File: config.mk
export PLATFORM = sky130hd
export DESIGN_NAME = lut_ramp_seq
export DESIGN_NICKNAME = d
export VERILOG_FILES = /design/src/rtl/lut_ramp_seq_pkg.sv /design/src/rtl/lut_ramp_regfile.sv /design/src/rtl/lut_ramp_chan.sv /design/src/rtl/lut_ramp_seq.sv
export SDC_FILE = /design/constraint.sdc
export NUM_CORES = 2
export LEC_CHECK = 0
export BUFFER_PORTS_ARGS = -buffer_cell sky130_fd_sc_hd__clkbuf_2
export CORE_MARGIN = 2
export CORE_UTILIZATION = 30
export CTS_CLUSTER_SIZE = 25
export DETAILED_ROUTE_END_ITERATION = 10
export MAX_ROUTING_LAYER = met4
export SYNTH_ARGS = -nofsm -noshare
export SYNTH_HDL_FRONTEND = slang
export SYNTH_SLANG_ARGS = --single-unit
File: constraint.sdc
create_clock -name clk -period 3.5 [get_ports clk]
set_input_delay 0.175 -clock clk [delete_from_list [all_inputs] [get_ports clk]]
set_output_delay 0.175 -clock clk [all_outputs]
set_load 0.005 [all_outputs]
File: src/rtl/lut_ramp_seq_pkg.sv
package lut_ramp_seq_pkg;
    localparam int LUT_DEPTH = 64;
    localparam int IDX_W     = $clog2(LUT_DEPTH);
    localparam int DUTY_W    = 9;
    localparam int STEP_W    = 16;
    localparam int PAUSE_W   = 8;
    localparam int FLAG_W    = 5;
    localparam int ADDR_W    = 8;
    localparam int DATA_W    = 16;

    // mode flag bit positions
    localparam int F_REV  = 0;
    localparam int F_LOOP = 1;
    localparam int F_BNC  = 2;
    localparam int F_HIP  = 3;
    localparam int F_LOP  = 4;

    // address map
    localparam logic [ADDR_W-1:0] CH_BASE   = 8'h40;
    localparam logic [ADDR_W-1:0] CTL_BASE  = 8'h80;
    localparam logic [ADDR_W-1:0] START_REG = 8'h80;
    localparam logic [ADDR_W-1:0] STOP_REG  = 8'h81;

    localparam logic [2:0] FLD_LO    = 3'd0;
    localparam logic [2:0] FLD_HI    = 3'd1;
    localparam logic [2:0] FLD_STEP  = 3'd2;
    localparam logic [2:0] FLD_HIP   = 3'd3;
    localparam logic [2:0] FLD_LOP   = 3'd4;
    localparam logic [2:0] FLD_FLAGS = 3'd5;
    localparam logic [2:0] FLD_FIXED = 3'd6;

    typedef struct packed {
        logic [IDX_W-1:0]   lo;
        logic [IDX_W-1:0]   hi;
        logic [STEP_W-1:0]  step;
        logic [PAUSE_W-1:0] hi_pause;
        logic [PAUSE_W-1:0] lo_pause;
        logic [FLAG_W-1:0]  flags;
        logic [DUTY_W-1:0]  fixed_duty;
    } ch_cfg_t;

    typedef struct packed {
        logic               run;
        logic               done;
        logic               up;
        logic               turned;
        logic [IDX_W-1:0]   idx;
        logic [STEP_W-1:0]  tcnt;
        logic [PAUSE_W-1:0] pcnt;
        logic [DUTY_W-1:0]  held;
    } chan_st_t;
endpackage

File: src/rtl/lut_ramp_regfile.sv
module lut_ramp_regfile
    import lut_ramp_seq_pkg::*;
#(
    parameter int NUM_CH = 2
) (
    input  logic                                   clk,
    input  logic                                   rst_n,
    input  logic                                   wr_en,
    input  logic [ADDR_W-1:0]                      wr_addr,
    input  logic [DATA_W-1:0]                      wr_data,
    input  logic [NUM_CH-1:0]                      busy,
    output ch_cfg_t [NUM_CH-1:0]                   cfg_o,
    output logic [LUT_DEPTH-1:0][DUTY_W-1:0]       lut_o,
    output logic [NUM_CH-1:0]                      start_o,
    output logic [NUM_CH-1:0]                      stop_o
);
    localparam int SEL_W = 3;

    typedef struct packed {
        ch_cfg_t [NUM_CH-1:0]              cfg;
        logic [LUT_DEPTH-1:0][DUTY_W-1:0]  lut;
    } rf_st_t;

    rf_st_t            st_d, st_q;
    logic [SEL_W-1:0]  ch_sel;
    logic [2:0]        fld;
    logic              in_lut, in_ch;

    assign ch_sel = wr_addr[5:3];
    assign fld    = wr_addr[2:0];
    assign in_lut = wr_addr < CH_BASE;
    assign in_ch  = (wr_addr >= CH_BASE) && (wr_addr < CTL_BASE);

    always_comb begin
        st_d    = st_q;
        start_o = '0;
        stop_o  = '0;
        if (wr_en) begin
            if (in_lut) begin
                if (!(|busy)) st_d.lut[wr_addr[IDX_W-1:0]] = wr_data[DUTY_W-1:0];
            end else if (in_ch) begin
                for (int c = 0; c < NUM_CH; c++) begin
                    if (ch_sel == SEL_W'(c) && !busy[c]) begin
                        case (fld)
                            FLD_LO:    st_d.cfg[c].lo         = wr_data[IDX_W-1:0];
                            FLD_HI:    st_d.cfg[c].hi         = wr_data[IDX_W-1:0];
                            FLD_STEP:  st_d.cfg[c].step       = wr_data;
                            FLD_HIP:   st_d.cfg[c].hi_pause   = wr_data[PAUSE_W-1:0];
                            FLD_LOP:   st_d.cfg[c].lo_pause   = wr_data[PAUSE_W-1:0];
                            FLD_FLAGS: st_d.cfg[c].flags      = wr_data[FLAG_W-1:0];
                            FLD_FIXED: st_d.cfg[c].fixed_duty = wr_data[DUTY_W-1:0];
                            default: ;
                        endcase
                    end
                end
            end else if (wr_addr == START_REG) begin
                start_o = wr_data[NUM_CH-1:0];
            end else if (wr_addr == STOP_REG) begin
                stop_o = wr_data[NUM_CH-1:0];
            end
        end
    end

    always_ff @(posedge clk) begin
        if (!rst_n) st_q <= '0;
        else        st_q <= st_d;
    end

    assign cfg_o = st_q.cfg;
    assign lut_o = st_q.lut;
endmodule

File: src/rtl/lut_ramp_chan.sv
module lut_ramp_chan
    import lut_ramp_seq_pkg::*;
(
    input  logic               clk,
    input  logic               rst_n,
    input  logic               tick,
    input  ch_cfg_t            cfg,
    input  logic               start,
    input  logic               stop,
    input  logic [DUTY_W-1:0]  lut_data,
    output logic [IDX_W-1:0]   idx_o,
    output logic [DUTY_W-1:0]  duty_o,
    output logic               run_o,
    output logic               done_o
);
    chan_st_t st_d, st_q;
    logic on_hi, on_lo, at_end, step_last, dwell_due;

    always_comb begin
        st_d      = st_q;
        on_hi     = st_q.idx == cfg.hi;
        on_lo     = st_q.idx == cfg.lo;
        at_end    = st_q.up ? on_hi : on_lo;
        step_last = (cfg.step <= STEP_W'(1)) || (st_q.tcnt == cfg.step - STEP_W'(1));
        dwell_due = (on_hi && cfg.flags[F_HIP] && (st_q.pcnt < cfg.hi_pause)) ||
                    (on_lo && cfg.flags[F_LOP] && (st_q.pcnt < cfg.lo_pause));

        if (st_q.run) st_d.held = lut_data;

        if (st_q.run && tick) begin
            if (!step_last) begin
                st_d.tcnt = st_q.tcnt + STEP_W'(1);
            end else begin
                st_d.tcnt = '0;
                if (dwell_due) begin
                    st_d.pcnt = st_q.pcnt + PAUSE_W'(1);
                end else begin
                    st_d.pcnt = '0;
                    if (!at_end) begin
                        st_d.idx = st_q.up ? st_q.idx + IDX_W'(1) : st_q.idx - IDX_W'(1);
                    end else if (cfg.flags[F_BNC]) begin
                        if (!cfg.flags[F_LOOP] && st_q.turned) begin
                            st_d.run  = 1'b0;
                            st_d.done = 1'b1;
                        end else begin
                            st_d.up     = !st_q.up;
                            st_d.turned = 1'b1;
                            st_d.idx    = st_q.up ? st_q.idx - IDX_W'(1) : st_q.idx + IDX_W'(1);
                        end
                    end else if (!cfg.flags[F_LOOP]) begin
                        st_d.run  = 1'b0;
                        st_d.done = 1'b1;
                    end else begin
                        st_d.idx = st_q.up ? cfg.lo : cfg.hi;
                    end
                end
            end
        end

        if (stop) begin
            st_d.run  = 1'b0;
            st_d.done = 1'b0;
        end

        if (start) begin
            st_d.run    = cfg.lo != cfg.hi;
            st_d.done   = 1'b0;
            st_d.up     = !cfg.flags[F_REV];
            st_d.turned = 1'b0;
            st_d.idx    = cfg.flags[F_REV] ? cfg.hi : cfg.lo;
            st_d.tcnt   = '0;
            st_d.pcnt   = '0;
        end
    end

    always_ff @(posedge clk) begin
        if (!rst_n) st_q <= '0;
        else        st_q <= st_d;
    end

    assign idx_o  = st_q.idx;
    assign run_o  = st_q.run;
    assign done_o = st_q.done;
    assign duty_o = st_q.run  ? lut_data :
                    st_q.done ? st_q.held : cfg.fixed_duty;
endmodule

File: src/rtl/lut_ramp_seq.sv
module lut_ramp_seq
    import lut_ramp_seq_pkg::*;
#(
    parameter int NUM_CH = 2
) (
    input  logic                       clk,
    input  logic                       rst_n,
    input  logic                       tick_ms,
    input  logic                       wr_en,
    input  logic [ADDR_W-1:0]          wr_addr,
    input  logic [DATA_W-1:0]          wr_data,
    output logic [NUM_CH*IDX_W-1:0]    lut_addr,
    output logic [NUM_CH*DUTY_W-1:0]   duty,
    output logic [NUM_CH-1:0]          busy,
    output logic [NUM_CH-1:0]          done
);
    ch_cfg_t [NUM_CH-1:0]              cfg;
    logic [LUT_DEPTH-1:0][DUTY_W-1:0]  lut;
    logic [NUM_CH-1:0]                 start, stop;

    lut_ramp_regfile #(.NUM_CH(NUM_CH)) u_regs (
        .clk     (clk),
        .rst_n   (rst_n),
        .wr_en   (wr_en),
        .wr_addr (wr_addr),
        .wr_data (wr_data),
        .busy    (busy),
        .cfg_o   (cfg),
        .lut_o   (lut),
        .start_o (start),
        .stop_o  (stop)
    );

    for (genvar c = 0; c < NUM_CH; c++) begin : g_ch
        logic [IDX_W-1:0] idx;
        lut_ramp_chan u_chan (
            .clk      (clk),
            .rst_n    (rst_n),
            .tick     (tick_ms),
            .cfg      (cfg[c]),
            .start    (start[c]),
            .stop     (stop[c]),
            .lut_data (lut[idx]),
            .idx_o    (idx),
            .duty_o   (duty[c*DUTY_W +: DUTY_W]),
            .run_o    (busy[c]),
            .done_o   (done[c])
        );
        assign lut_addr[c*IDX_W +: IDX_W] = idx;
    end
endmodule

# Yosys cells after proc, flatten, opt, wreduce, memory -nomap -nowiden
# Cells that the tools add are included.
# Widths: inputs -> output; s select.
# op_classes
n_bitwise	7
n_mul	0
eq_ne	35
shifts	0
div_mod_pow	0
mux	64
reduce_logical	76
n_lt_le_gt_ge	13
add_sub_neg	10
# op_table
operator	count
$bwmux 576	1
$mux 34	4
$bmux 9 s6	2
$mux 6	14
$reduce_and 5->1	16
$mux 9	7
$demux 9 s6	1
$mux 8	6
$reduce_and 6->1	8
$mux 10	4
$mux 2	19
$add 16x1->16 const B	2
$eq 16x16->1	2
$le 16x1->1 const B	2
$lt 8x8->1	4
$mux 16	2
$sub 16x1->16 const B	2
$eq 6x6->1	4
$lt 6x7->1 const B	3
$reduce_bool 3->1	6
$add 8x1->8 const B	2
$eq 8x8->1 const B	2
$logic_and 1x1->1	16
$ne 4x3->1 const B	4
other kinds (25)	72
# totals
elab_cells	299
ramBits	0
in_bits	28
regBits	778
latch_bits	0
output_inout_bits	34
romBits	0
n_memories	0

# Logic depth before layout (Yosys ltp)
# logic_depth
depth_word	10
mapped_depth	12
mapped_depth_nobuf	10

# By module
# Synthesis repeated with hierarchy kept, for this count alone.
# hier_totals
cells_unflattened	4127
hier_area_um2	42085.4
# by_module_without_submodules
mod	cells_per_inst	seq_area_each_um2	n_inst	area_each_um2
lut_ramp_regfile	2440	13853.3	1	25219.2
lut_ramp_seq	709	0.0	1	9328.9
lut_ramp_chan	489	860.8	2	3768.6

# Worst setup path after synthesis
# Ideal clock, no wire load.
# synth_path
path_kind	flip-flop to flip-flop
startpoint	reg u_regs.st_q (netlist bit u_regs.cfg_o[96])
endpoint	reg g_ch[1].u_chan.st_q[15] (netlist bit)
setup_time_ns	0.070
path_buffers	2
setup_slack_ns	0.119
arrival_time_ns	3.312
required_ns	3.430
stages_incl_launch_ff	11
period_less_slack_ns	3.381
cell_sequence	dfxtp_1 -> buf_6 -> or4_1 -> or4_4 -> a221o_1 -> or4_4 -> nor4_4 -> nor2_2 -> buf_6 -> or3_1 -> a21oi_1
# synth_via
elab_chain_len	4
word_cells_on_any_way	5
cone_classes	add/sub: 1; order compare: 1; eq/ne: 1; reduce/logical: 2
# synth_lines
item	line	text
start: declaration	lut_ramp_regfile.sv:24	rf_st_t st_d, st_q;
start signal: assignment	lut_ramp_regfile.sv:66	else st_q <= st_d;
$sub 16x1->16	lut_ramp_chan.sv:24	step_last = (cfg.step <= STEP_W'(1)) || (st_q.tcnt == cfg.step - STEP_W'(1));
$eq 16x16->1	lut_ramp_chan.sv:24	
$logic_or 1x1->1 *	lut_ramp_chan.sv:24	
$reduce_and 2->1 (no source line) *	n/a	
end signal: assignment	lut_ramp_chan.sv:78	else st_q <= st_d;
end: declaration	lut_ramp_chan.sv:16	chan_st_t st_d, st_q;
# Mark *: on every way between the ends. The rest lies on a longest branch, timed or not.
# A chain may end at the register's enable or synchronous reset.

# Final worst setup path
# layout_path
startpoint	reg g_ch[0].u_chan.st_q (netlist bit g_ch[0].u_chan.idx_o[0])
endpoint	out duty[6]
# layout_via
elab_chain_len	3
# layout_lines
item	line	text
start: declaration	lut_ramp_chan.sv:16	
start signal: assignment	lut_ramp_chan.sv:78	
$bmux 9 s6	lut_ramp_seq.sv:43	.lut_data (lut[idx]),
$mux 9 (implied by the code)	lut_ramp_seq.sv:43	
$mux 9	lut_ramp_chan.sv:84	assign duty_o = st_q.run ? lut_data :
end: declaration	lut_ramp_seq.sv:13	output logic [NUM_CH*DUTY_W-1:0] duty,
# No other way between the ends. The select of a mux whose other input is x is not followed.

==> flow_metrics.env <==
export IMPL_status="finished, violations left"
export IMPL_violations="negative setup slack"
export IMPL_syn_num_nets=4451
export IMPL_grt_antenna_before_repair=2
export IMPL_synth_seq_cells=778
export IMPL_vias=35314
export IMPL_final_core_utilization_pct=35.3
export IMPL_min_period_ns=3.75
export IMPL_endpoint_kind="primary output"
export IMPL_synth_edff_count=0
export IMPL_drive_above_1_share_pct=20.9
export IMPL_dr_pass1_iters=6
export IMPL_cts_root_buf="clkbuf_16"
export IMPL_critical_path_buf_inv_count=4
export IMPL_finalSetupTns_ns=-3.09
export IMPL_yosysUniqueCellTypes=73
export IMPL_cts_buffers=84
export IMPL_fin_area_mm2=0.0484
export IMPL_finalHoldViolations=0
export IMPL_clk_insertion_delay_late_ns=0.67
export IMPL_gp_congestion=0.897
export IMPL_stdcell_count=6250
export IMPL_core_mm2=0.137
export IMPL_first_iter_violations=4228
export IMPL_ios=62
export IMPL_dp_cells=6040
export IMPL_ys_seq_area_share_pct=37.6
export IMPL_cts_tree="done"
export IMPL_grt_start_max_net_pins=110
export IMPL_layout_commonest_cell="dfxtp_1"
export IMPL_htreeDepth=3
export IMPL_clockBufferDepth=3
export IMPL_cts_sinks=778
export IMPL_via_per_inst=5.65
export IMPL_grt_ovfl_total=0
export IMPL_synthTopCellsByArea="dfxtp_1, mux4_2, mux2i_1"
export IMPL_clock_skew_ns=0.0252
export IMPL_die_h_um=376
export IMPL_worst_endpoint_required_ns=3.32
export IMPL_maxCapViolCount=0
export IMPL_die_width_um=376
export IMPL_antenna_left=0
export IMPL_min_period_over_period_pct=107
export IMPL_syn_avg_cell_area_um2=9.46
export IMPL_synth_flop_cell="dfxtp_1"
export IMPL_fillers=13684
export IMPL_clkSlewWorstSetupHoldPaths_ns=0.06
export IMPL_die_area_mm2=0.141
export IMPL_crit_family="multiplexers"
export IMPL_hold_slack_ns=0.0563
export IMPL_cp_arrival_ns=3.58
export IMPL_slew_viol_final=0
export IMPL_relSlewSlack_pct=24.0
export IMPL_layout_common_cells="dfxtp_1, nand2_1, a21oi_1"
export IMPL_async_flop_share_pct=0
export IMPL_power_per_cell_area_mw_per_mm2=384
export IMPL_p_leak_nw=16.4
export IMPL_rows=136
export IMPL_drc_errors=0
export IMPL_report_final_setup_viol=18
export IMPL_path_common_cell="mux4_2"
export IMPL_dp_hpwl_mm=89.8
export IMPL_yosys_warnings=0
export IMPL_slowest_stage="mux4_2"
export IMPL_dpl_cell_area_mm2=0.0446
export IMPL_synth_top_area_cell="dfxtp_1"
export IMPL_worst_pin_slew_ns=1.14
export IMPL_fin_ws_ns=-0.250
export IMPL_track_usage_pct=20.2
export IMPL_path_class="flip-flop to primary output"
export IMPL_wl_per_cell_um=22.5
export IMPL_nNetsFinal=4455
export IMPL_syn2layout_area_growth_pct=16.8
export IMPL_worst_ir_drop_vdd_uv=331
export IMPL_synth_top_cell_area_share_pct=37.6
export IMPL_portBuffers=61
export IMPL_startpoint_type="flip-flop"
export IMPL_netlist_area_mm2=0.0415
export IMPL_rsz0062_at_grt="true"
export IMPL_syn_inst=4383
export IMPL_crit_path_max_fanout=7
export IMPL_cpPeakStageDelay_ns=0.59
export IMPL_grt_pass1_wl_mm=214
export IMPL_min_path_type="input pin to flip-flop"
export IMPL_start_util_pct=30.2
export IMPL_grt_pass1_vias=33517
export IMPL_cp_cell_sequence="buf_12, buf_16, buf_8, mux4_2, mux4_2, mux4_2, nand2_2, o21ai_2, buf_2"
export IMPL_routed_wl_mm=141
export IMPL_fmax_mhz=267
## area by class of cell
| type | count | area [um2] | area share, % |
|---|---|---|---|
| Inverter | 51 | 199 | 0.411 |
| Multi-Input combinational cell | 3127 | 24300 | 50.1 |
| Sequential cell | 778 | 15600 | 32.2 |
| Antenna cell | 3 | 7.51 | 0.0155 |
| Tap cell | 1794 | 2240 | 4.64 |
| Clock inverter | 22 | 239 | 0.493 |
| Clock buffer | 130 | 2540 | 5.24 |
| Timing Repair Buffer | 345 | 3350 | 6.91 |
## kinds of logic (layout without fill, tap and decap cells)
logic type / Yosys count / count (layout) / synth area share (%)
buf+inv: 478 / 548 / 4.51
simple gates: 1303 / 1303 / 13.6
xor+xnor: 115 / 115 / 2.43
compound gates: 983 / 983 / 12.7
mux: 686 / 686 / 28.0
fa+ha+maj: 40 / 40 / 1.21
flops: 778 / 778 / 37.6
other cells: 0 / 3 / 0
## Yosys cell counts (44+ instances only)
library cell and instances:
o21ai_0 402, a21oi_1 481, nor2_1 413, dfxtp_1 778, buf_1 44, nand2_1 559, xor2_1 61, clkbuf_1 364
inv_1 51, nand3_1 114, mux2i_1 298, xnor2_1 54, mux4_2 378
## through the flow
step | setup slack, ns | power, mW
floorplan | 0.119 | 9.42
global placement | -0.0145 | 9.65
detailed placement | 0.000715 | 9.65
CTS | -0.275 | 18.7
global route | -0.269 | 19.1
finish | -0.250 | 18.6
## worst register-to-register path: stages (launching register included)
cell and delay [ns]:
dfxtp_1 0.31, or4_1 0.57, or4_4 0.51, a221o_1 0.36
or4_4 0.58, or4_4 0.55, a21oi_1 0.20, xnor2_1 0.14
nor2_1 0.05
## layer usage
layer | track usage, % | vias up | wire length, um
met5 | - | - | 0
met4 | 6.87 | 0 | 5040
met3 | 3.67 | 269 | 13600
met2 | 30.3 | 1664 | 63400
met1 | 27.2 | 17553 | 58800
li1 | - | 15828 | -
## timing repair
item / in CTS / in global routing
cloned: 12 / 1
pin swaps: 8 / 4
hold buffers: 8 / 0
setup buffers: 33 / 9
endpoints found under the hold margin: 15 / 0
resized for setup: 89 / 39
endpoints found under the setup margin: 24 / 54
## final timing paths
check | from | endpoint | slack [ns] | cells past startpoint
worst max-delay path | g_ch[0].u_chan.idx_o[0]$_SDFFE_PN0P_ | duty[6] | -0.25 | 9
worst min-delay path | wr_data[1] | u_regs.cfg_o[89]$_SDFFE_PN0P_ | 0.06 | 3
worst max register to register | u_regs.cfg_o[92]$_SDFFE_PN0P_ | g_ch[1].u_chan.st_q[12]$_SDFFE_PP0P_ | 0.11 | 8
worst min register to register | u_regs.lut_o[152]$_SDFFE_PN0P_ | u_regs.lut_o[152]$_SDFFE_PN0P_ | 0.47 | 2
## sequential cells by signal, summed over array words and instances (netlist names)
name / count
g_ch.u_chan.run_o: 2
u_regs.cfg_o: 116
g_ch.u_chan.idx_o: 12
g_ch.u_chan.done_o: 2
u_regs.lut_o: 576
g_ch.u_chan.st_q: 70
## where the power goes
| part | switching, mW | internal, mW | leakage, nW |
|---|---|---|---|
| Clock | 3.83 | 5.28 | 1.37 |
| Sequential | 0.00793 | 8.86 | 6.27 |
| Combinational | 0.502 | 0.113 | 8.78 |
| Total | 4.34 | 14.3 | 16.4 |
Power figures use the tool's default switching activity.
